**src/rtl/dsc_pkg.sv**
```systemverilog
package dsc_pkg;

   localparam int INSN_W = 32;

   localparam logic [3:0] OPC_NOP   = 4'h0;
   localparam logic [3:0] OPC_ADD   = 4'h1;
   localparam logic [3:0] OPC_SUB   = 4'h2;
   localparam logic [3:0] OPC_LOAD  = 4'h3;
   localparam logic [3:0] OPC_STORE = 4'h4;
   localparam logic [3:0] OPC_JUMP  = 4'h5;
   localparam logic [3:0] OPC_HALT  = 4'hF;

   typedef struct packed {
      logic        add;
      logic        sub;
      logic        load;
      logic        store;
      logic        jump;
      logic        halt;
      logic        use_a;
      logic        use_b;
      logic [3:0]  rd;
      logic [3:0]  ra;
      logic [3:0]  rb;
      logic [15:0] imm;
   } dec_t;

   function automatic dec_t decode(input logic [INSN_W-1:0] ins);
      dec_t       d;
      logic [3:0] op;
      op      = ins[31:28];
      d.add   = (op == OPC_ADD);
      d.sub   = (op == OPC_SUB);
      d.load  = (op == OPC_LOAD);
      d.store = (op == OPC_STORE);
      d.jump  = (op == OPC_JUMP);
      d.halt  = (op == OPC_HALT);
      d.use_a = d.add | d.sub | d.load | d.store;
      d.use_b = d.add | d.sub | d.store;
      d.rd    = ins[27:24];
      d.ra    = ins[23:20];
      d.rb    = ins[19:16];
      d.imm   = ins[15:0];
      return d;
   endfunction

endpackage

```
**src/rtl/dsc_regfile.sv**
```systemverilog
module dsc_regfile #(
   parameter int NREG = 16,
   parameter int XLEN = 32,
   localparam int RA_W = $clog2(NREG)
) (
   input  logic            clk,
   input  logic            rst_n,
   input  logic            wen,
   input  logic [RA_W-1:0] waddr,
   input  logic [XLEN-1:0] wdata,
   input  logic [RA_W-1:0] raddr_a,
   input  logic [RA_W-1:0] raddr_b,
   output logic [XLEN-1:0] rdata_a,
   output logic [XLEN-1:0] rdata_b
);

   logic [XLEN-1:0] regs [NREG];

   for (genvar gi = 0; gi < NREG; gi++) begin : g_reg
      if (gi == 0) begin : g_zero
         assign regs[gi] = '0;
      end else begin : g_flop
         logic [XLEN-1:0] q;
         always_ff @(posedge clk or negedge rst_n) begin
            if (!rst_n)
               q <= '0;
            else if (wen && waddr == RA_W'(gi))
               q <= wdata;
         end
         assign regs[gi] = q;
      end
   end

   assign rdata_a = regs[raddr_a];
   assign rdata_b = regs[raddr_b];

endmodule

```
**src/rtl/dsc_exec.sv**
```systemverilog
module dsc_exec #(
   parameter int XLEN = 32
) (
   input  logic            do_add,
   input  logic            do_sub,
   input  logic            do_mem,
   input  logic [XLEN-1:0] opa,
   input  logic [XLEN-1:0] opb,
   input  logic [15:0]     imm,
   output logic [XLEN-1:0] result
);

   localparam int EXT_W = XLEN - 16;

   logic [XLEN-1:0] simm;
   logic [XLEN-1:0] sum3;
   logic [XLEN-1:0] diff;
   logic [XLEN-1:0] addr;

   assign simm = {{EXT_W{imm[15]}}, imm};
   assign sum3 = opa + opb + simm;
   assign diff = opa - opb;
   assign addr = opa + simm;

   always_comb begin
      if (do_sub)
         result = diff;
      else if (do_mem)
         result = addr;
      else if (do_add)
         result = sum3;
      else
         result = '0;
   end

endmodule

```
**src/rtl/dsc_hazard.sv**
```systemverilog
module dsc_hazard #(
   parameter int NREG   = 16,
   parameter bit FWD_EN = 1'b1,
   localparam int RA_W  = $clog2(NREG)
) (
   input  logic            e_valid,
   input  logic            use_a,
   input  logic            use_b,
   input  logic [RA_W-1:0] ra,
   input  logic [RA_W-1:0] rb,
   input  logic            m_valid,
   input  logic            m_load,
   input  logic [RA_W-1:0] m_rd,
   output logic            stall,
   output logic            fwd_a,
   output logic            fwd_b
);

   logic hit_a;
   logic hit_b;

   assign hit_a = e_valid && use_a && ra != '0 && m_valid && ra == m_rd;
   assign hit_b = e_valid && use_b && rb != '0 && m_valid && rb == m_rd;

   if (FWD_EN) begin : g_fwd
      assign stall = m_load && (hit_a || hit_b);
      assign fwd_a = hit_a && !m_load;
      assign fwd_b = hit_b && !m_load;
   end else begin : g_nofwd
      assign stall = hit_a || hit_b;
      assign fwd_a = 1'b0;
      assign fwd_b = 1'b0;
   end

endmodule

```
**src/rtl/dsc_fetch.sv**
```systemverilog
module dsc_fetch #(
   parameter int PC_W = 8
) (
   input  logic            clk,
   input  logic            rst_n,
   input  logic            hold,
   input  logic            redirect,
   input  logic [PC_W-1:0] target,
   output logic [PC_W-1:0] pc
);

   logic [PC_W-1:0] pc_q;
   logic [PC_W-1:0] pc_nxt;

   always_comb begin
      if (hold)
         pc_nxt = pc_q;
      else if (redirect)
         pc_nxt = target;
      else
         pc_nxt = pc_q + PC_W'(1);
   end

   always_ff @(posedge clk or negedge rst_n) begin
      if (!rst_n)
         pc_q <= '0;
      else
         pc_q <= pc_nxt;
   end

   assign pc = pc_q;

   AST_HOLD_FREEZES_PC: assert property (@(posedge clk) disable iff (!rst_n)
      hold |=> $stable(pc));

endmodule

```
**src/rtl/dlyslot_core.sv**
```systemverilog
module dlyslot_core #(
   parameter int XLEN   = 32,
   parameter int NREG   = 16,
   parameter int PC_W   = 8,
   parameter int DA_W   = 8,
   parameter bit FWD_EN = 1'b1
) (
   input  logic                      clk,
   input  logic                      rst_n,
   output logic                      imem_en,
   output logic [PC_W-1:0]           imem_addr,
   input  logic [dsc_pkg::INSN_W-1:0] imem_rdata,
   output logic                      dmem_re,
   output logic                      dmem_we,
   output logic [DA_W-1:0]           dmem_addr,
   output logic [XLEN-1:0]           dmem_wdata,
   input  logic [XLEN-1:0]           dmem_rdata,
   output logic                      halted
);
   import dsc_pkg::*;

   localparam int RA_W = $clog2(NREG);

   if (XLEN <= 16) begin : g_bad_xlen
      $error("XLEN must exceed the 16-bit immediate");
   end
   if (NREG < 2 || NREG > 16 || (NREG & (NREG - 1)) != 0) begin : g_bad_nreg
      $error("NREG must be a power of two from 2 to 16");
   end
   if (PC_W < 2 || PC_W > 16) begin : g_bad_pcw
      $error("PC_W must lie in 2..16");
   end
   if (DA_W < 1 || DA_W > XLEN) begin : g_bad_daw
      $error("DA_W must lie in 1..XLEN");
   end

   // execute-stage state
   logic            e_valid_q;
   logic            halted_q;
   dec_t            e_dec;
   logic [RA_W-1:0] ra_idx;
   logic [RA_W-1:0] rb_idx;
   logic [RA_W-1:0] rd_idx;
   logic [XLEN-1:0] rf_a;
   logic [XLEN-1:0] rf_b;
   logic [XLEN-1:0] op_a;
   logic [XLEN-1:0] op_b;
   logic [XLEN-1:0] ex_res;
   logic            stall;
   logic            fwd_a;
   logic            fwd_b;
   logic            e_fire;
   logic            e_jump;
   logic            e_halt;
   logic            e_other;
   logic            hold;

   // memory-stage state
   logic            m_valid_q;
   logic            m_load_q;
   logic [RA_W-1:0] m_rd_q;
   logic [XLEN-1:0] m_res_q;
   logic            wb_en;
   logic [XLEN-1:0] wb_data;

   assign e_dec  = decode(imem_rdata);
   assign ra_idx = e_dec.ra[RA_W-1:0];
   assign rb_idx = e_dec.rb[RA_W-1:0];
   assign rd_idx = e_dec.rd[RA_W-1:0];

   dsc_hazard #(.NREG(NREG), .FWD_EN(FWD_EN)) u_hazard (
      .e_valid (e_valid_q),
      .use_a   (e_dec.use_a),
      .use_b   (e_dec.use_b),
      .ra      (ra_idx),
      .rb      (rb_idx),
      .m_valid (m_valid_q),
      .m_load  (m_load_q),
      .m_rd    (m_rd_q),
      .stall   (stall),
      .fwd_a   (fwd_a),
      .fwd_b   (fwd_b)
   );

   assign e_fire  = e_valid_q && !stall;
   assign e_jump  = e_fire && e_dec.jump;
   assign e_halt  = e_fire && e_dec.halt;
   assign e_other = e_fire && !(e_dec.use_a || e_dec.jump || e_dec.halt);
   assign hold    = stall || halted_q || e_halt;

   dsc_fetch #(.PC_W(PC_W)) u_fetch (
      .clk      (clk),
      .rst_n    (rst_n),
      .hold     (hold),
      .redirect (e_jump),
      .target   (e_dec.imm[PC_W-1:0]),
      .pc       (imem_addr)
   );

   assign imem_en = !hold;

   dsc_regfile #(.NREG(NREG), .XLEN(XLEN)) u_rf (
      .clk     (clk),
      .rst_n   (rst_n),
      .wen     (wb_en),
      .waddr   (m_rd_q),
      .wdata   (wb_data),
      .raddr_a (ra_idx),
      .raddr_b (rb_idx),
      .rdata_a (rf_a),
      .rdata_b (rf_b)
   );

   assign op_a = fwd_a ? m_res_q : rf_a;
   assign op_b = fwd_b ? m_res_q : rf_b;

   dsc_exec #(.XLEN(XLEN)) u_exec (
      .do_add (e_dec.add),
      .do_sub (e_dec.sub),
      .do_mem (e_dec.load || e_dec.store),
      .opa    (op_a),
      .opb    (op_b),
      .imm    (e_dec.imm),
      .result (ex_res)
   );

   assign dmem_addr  = ex_res[DA_W-1:0];
   assign dmem_wdata = op_b;
   assign dmem_we    = e_fire && e_dec.store;
   assign dmem_re    = e_fire && e_dec.load;

   always_ff @(posedge clk or negedge rst_n) begin
      if (!rst_n) begin
         e_valid_q <= 1'b0;
         halted_q  <= 1'b0;
      end else begin
         if (!stall)
            e_valid_q <= !(halted_q || e_halt);
         if (e_halt)
            halted_q <= 1'b1;
      end
   end

   always_ff @(posedge clk or negedge rst_n) begin
      if (!rst_n) begin
         m_valid_q <= 1'b0;
         m_load_q  <= 1'b0;
         m_rd_q    <= '0;
         m_res_q   <= '0;
      end else begin
         m_valid_q <= e_fire && (e_dec.add || e_dec.sub || e_dec.load);
         m_load_q  <= e_fire && e_dec.load;
         m_rd_q    <= rd_idx;
         m_res_q   <= ex_res;
      end
   end

   assign wb_en   = m_valid_q && m_rd_q != '0;
   assign wb_data = m_load_q ? dmem_rdata : m_res_q;
   assign halted  = halted_q;

   AST_JUMP_TARGET: assert property (@(posedge clk) disable iff (!rst_n)
      e_jump |=> imem_addr == $past(e_dec.imm[PC_W-1:0]));
   AST_DELAY_SLOT_LIVE: assert property (@(posedge clk) disable iff (!rst_n)
      e_jump |=> e_valid_q);
   AST_SEQ_FETCH: assert property (@(posedge clk) disable iff (!rst_n)
      (e_fire && !e_dec.jump && !e_dec.halt) |=> imem_addr == $past(imem_addr) + PC_W'(1));
   AST_STALL_BUBBLE: assert property (@(posedge clk) disable iff (!rst_n)
      stall |=> !m_valid_q);
   AST_STALL_SINGLE: assert property (@(posedge clk) disable iff (!rst_n)
      stall |=> !stall);
   AST_ZERO_OPERAND: assert property (@(posedge clk) disable iff (!rst_n)
      (e_valid_q && e_dec.use_a && ra_idx == '0) |-> op_a == '0);
   AST_HALT_STICKY: assert property (@(posedge clk) disable iff (!rst_n)
      halted_q |=> halted_q);
   AST_HALT_NO_ACCESS: assert property (@(posedge clk) disable iff (!rst_n)
      halted_q |-> !dmem_we && !dmem_re);
   AST_UNKNOWN_NOP: assert property (@(posedge clk) disable iff (!rst_n)
      e_other |=> !m_valid_q);
   AST_ONE_STROBE: assert property (@(posedge clk) disable iff (!rst_n)
      $onehot0({dmem_we, dmem_re}));

endmodule

```
**config.mk**
```make
export PLATFORM = sky130hd
export DESIGN_NAME = dlyslot_core
export DESIGN_NICKNAME = d
export VERILOG_FILES = /design/src/rtl/dsc_pkg.sv /design/src/rtl/dsc_regfile.sv /design/src/rtl/dsc_exec.sv /design/src/rtl/dsc_hazard.sv /design/src/rtl/dsc_fetch.sv /design/src/rtl/dlyslot_core.sv
export SDC_FILE = /design/constraint.sdc
export NUM_CORES = 2
export LEC_CHECK = 0
export BUFFER_PORTS_ARGS = -buffer_cell sky130_fd_sc_hd__buf_4
export CORE_MARGIN = 2
export CORE_UTILIZATION = 64
export CTS_CLUSTER_DIAMETER = 80
export DETAILED_ROUTE_END_ITERATION = 10
export GPL_ROUTABILITY_DRIVEN = 0
export GPL_TIMING_DRIVEN = 0
export PLACE_DENSITY_LB_ADDON = 0.25
export RECOVER_POWER = 100
export SLEW_MARGIN = 25
export SYNTH_ARGS = -nofsm -noshare
export SYNTH_HDL_FRONTEND = slang
export SYNTH_HIERARCHICAL = 1
export SYNTH_SLANG_ARGS = --single-unit
```
**constraint.sdc**
```tcl
create_clock -name clk -period 10 [get_ports clk]
set_clock_uncertainty 0.2 [all_clocks]
set_input_delay 2 -clock clk [delete_from_list [all_inputs] [get_ports clk]]
set_output_delay 2 -clock clk [all_outputs]
set_load 0.02 [all_outputs]
```
==> results_dict.tcl <==
set metrics [dict create \
    outcome "finished, violations left" \
    violations "max-capacitance violations, max-slew violations" \
    maxCapViolations 3 \
    drc_errors 0 \
    grt_first_pass_wirelength_mm 175 \
    setup_violations 0 \
    synthTopCellsByCount "mux2_2 (675), dfrtp_1 (528), mux4_2 (161)" \
    netlist.area_leader.share 0.381 \
    clock_path_buffers 3 \
    finalHoldViolCount 0 \
    drtIter0Drc 3758 \
    register_area_um2 13200 \
    required_ps 7800 \
    p_per_area_nw_per_um2 168 \
    yosys_warnings 6 \
    crit_chain "buf_4 > buf_2 > o21ai_0 > o211a_1 > nand3_1 > or4_4 > nor3_2 > clkbuf_1 > buf_2 > mux2_1 > fa_1 > ha_1 > fa_1 > a211oi_1 > o21bai_1 > a21oi_1 > xnor2_1 > a221oi_1 > a21oi_1 > buf_4" \
    slew_headroom -1.73 \
    rr_worst_depth 19 \
    fp.dieArea_um2 56100 \
    pin_count 118 \
    synth_edf_count 0 \
    dp_hpwl_mm 82.8 \
    slowest_stage "fa_1" \
    clock.fmax_mhz 102 \
    syn_inst 2799 \
    placeableCoreArea_um2 53700 \
    syn_to_final_growth_pct 10.4 \
    layout.cells.non_filler 3725 \
    vias 27600 \
    port_buffers 115 \
    drt-total-wl_mm 118 \
    h-tree-depth 2 \
    ys.flop_type "dfrtp_1" \
    maxSlewViolCount 225 \
    nFillCells 3622 \
    grt_pass1_vias 28400 \
    initial_core_util 0.646 \
    synth_top_area_cell "dfrtp_1" \
    fin_nets 3173 \
    cp.arrival_ps 7590 \
    worstSkewPairLatency_ps 650 \
    critical_path_class "in -> out" \
    antenna_found_initial 7 \
    yosysMostFrequentCell "mux2_2" \
    fp.dieW_um 237 \
    wl_per_cell_um 31.8 \
    synth_area_leaders "dfrtp_1 (38%), mux2_2 (22%), mux4_2 (10%)" \
    period_needed_ps 9790 \
    grt_usage 0.422 \
    cts_tree "done" \
    hp-class "reg -> reg" \
    cts_sinks 528 \
    design_area_um2 38300 \
    ys_ff_latch 528 \
    hold_buffers 0 \
    placedCellCount 3616 \
    postRouteAntennaNets 0 \
    grt_max_degree 91 \
    worstSetupEndpointType "output port" \
    synth_fp_nets 2992 \
    drt-vias-per-instance 7.40 \
    ir_drop_mv 0.154 \
    syn_area_um2 34700 \
    overflow 0 \
    yosysUniqueCellTypes 87 \
    cts.clk_slew.worst_paths_ps 60 \
    synthArstFlopShare 1.00 \
    rows 85 \
    p_leak_uw 0.0176 \
    cp_max_fo 10 \
    syn_area_per_cell_um2 12.4 \
    place_area_um2 36600 \
    die_y_um 237 \
    firstDrtPassIters 10 \
    worstMarginPinSlew_ps 4090 \
    tns_ps 0 \
    p_total_uw 6430 \
    final.period_utilization 0.979 \
    numCtsBuffers 58 \
    max_stage_delay_ps 500 \
    cts-root-buf "clkbuf_16" \
    multiInputGateArea_um2 20100 \
    ys_seq_area_frac 0.381 \
    layout-drive-gt1-share 0.371 \
    hold_depth 1 \
    start_kind "primary input" \
]
state kept, by name, indices dropped and copies added, names as in the netlist:
signal / flops
e_valid_q: 1
halted: 1
m_load_q: 1
m_rd_q: 4
m_res_q: 32
m_valid_q: 1
u_fetch/pc: 8
u_rf/g.g_flop.q: 480
power breakdown:
group          total [uW]  switching (uW)  internal (uW)
combinational        1670             950            723
clock                2220             935           1280
sequential           2540             195           2350
final timing paths:
kind                                                                to                start  slack [ps]
worst min-delay path                                halted$_DFFE_PN0P_   halted$_DFFE_PN0P_         300
worst min register to register                      halted$_DFFE_PN0P_   halted$_DFFE_PN0P_         300
max in group asynchronous       u_rf/g_reg[7].g_flop.q[22]$_DFFE_PN0P_                rst_n        1600
worst max register to register                   m_res_q[29]$_DFF_PN0_  m_rd_q[1]$_DFF_PN0_        2980
min in group asynchronous                    u_fetch/pc[1]$_DFFE_PN0N_                rst_n        2320
worst max-delay path                                      dmem_addr[7]       imem_rdata[28]         210
logic make-up after synthesis:
family,count (synthesis),synth area share
buffers and inverters,285,0.0389
adders and majority gates,127,0.0532
and+or+nand+nor,344,0.0516
xor gates and xnor gates,88,0.0222
AOI/OAI and AO/OA,525,0.109
muxes,902,0.345
DFF,528,0.381
repair_timing:
action | in CTS | in global routing
gates resized for setup | 0 | 2
setup buffers | 0 | 0
hold endpoints to repair | 0 | 0
endpoints found under the setup margin | 0 | 1
cells in the final DEF (no fill, tap or decap), drive strengths merged, types with 14 or more instances in the layout:
master,synthesis,routed
o21a,14,14
nand3,25,25
xor2,41,41
clkbuf,98,267
xnor2,47,47
nand2,77,77
a221oi,81,81
fa,34,34
o21bai,16,16
nor3,25,25
nor2b,39,39
mux4,161,161
o31ai,37,37
inv,59,64
o21ai,67,67
a21o,28,28
a211oi,47,47
mux2i,36,36
nor2,78,78
buf,128,156
mux2,705,705
ha,93,93
a22oi,40,40
dfrtp,528,528
o22ai,33,33
nand2b,28,28
a21oi,109,109
routing by layer:
layer	wire length, um	up-vias	GRT usage
li1	-	11100	-
met2	52200	2139	0.635
met3	16500	559	0.168
met4	8230	8	0.258
met5	53	-	0
met1	41400	13800	0.513
through the flow:
stage	worst slack [ps]	hold WS [ps]	util
3_5_place_dp	320	293	0.682
5_1_grt	-1.28	318	0.713
2_1_floorplan	1320	269	-
6_report	206	299	0.713
4_1_cts	260	308	0.718
3_3_place_gp	343	282	0.678
area by class of cell:
| class | count | area share |
|---|---|---|
| Antenna cell | 4 | 0.000261 |
| Buffer | 226 | 0.0280 |
| Clock buffer | 77 | 0.0418 |
| Clock inverter | 28 | 0.00885 |
| Inverter | 59 | 0.00578 |
| Multi-Input combinational cell | 1986 | 0.525 |
| Sequential cell | 528 | 0.345 |
| Tap cell | 696 | 0.0227 |
| Timing Repair Buffer | 121 | 0.0230 |
worst max-delay path: cells and delay by family:
family / cells / cell delay, ps
buffers and inverters: 5 / 1180
and+or+nand+nor: 3 / 1040
xor gates and xnor gates: 1 / 80
AOI/OAI and AO/OA: 7 / 1550
adders and majority gates: 3 / 1250
muxes: 1 / 480
Power figures use the tool's default switching activity.
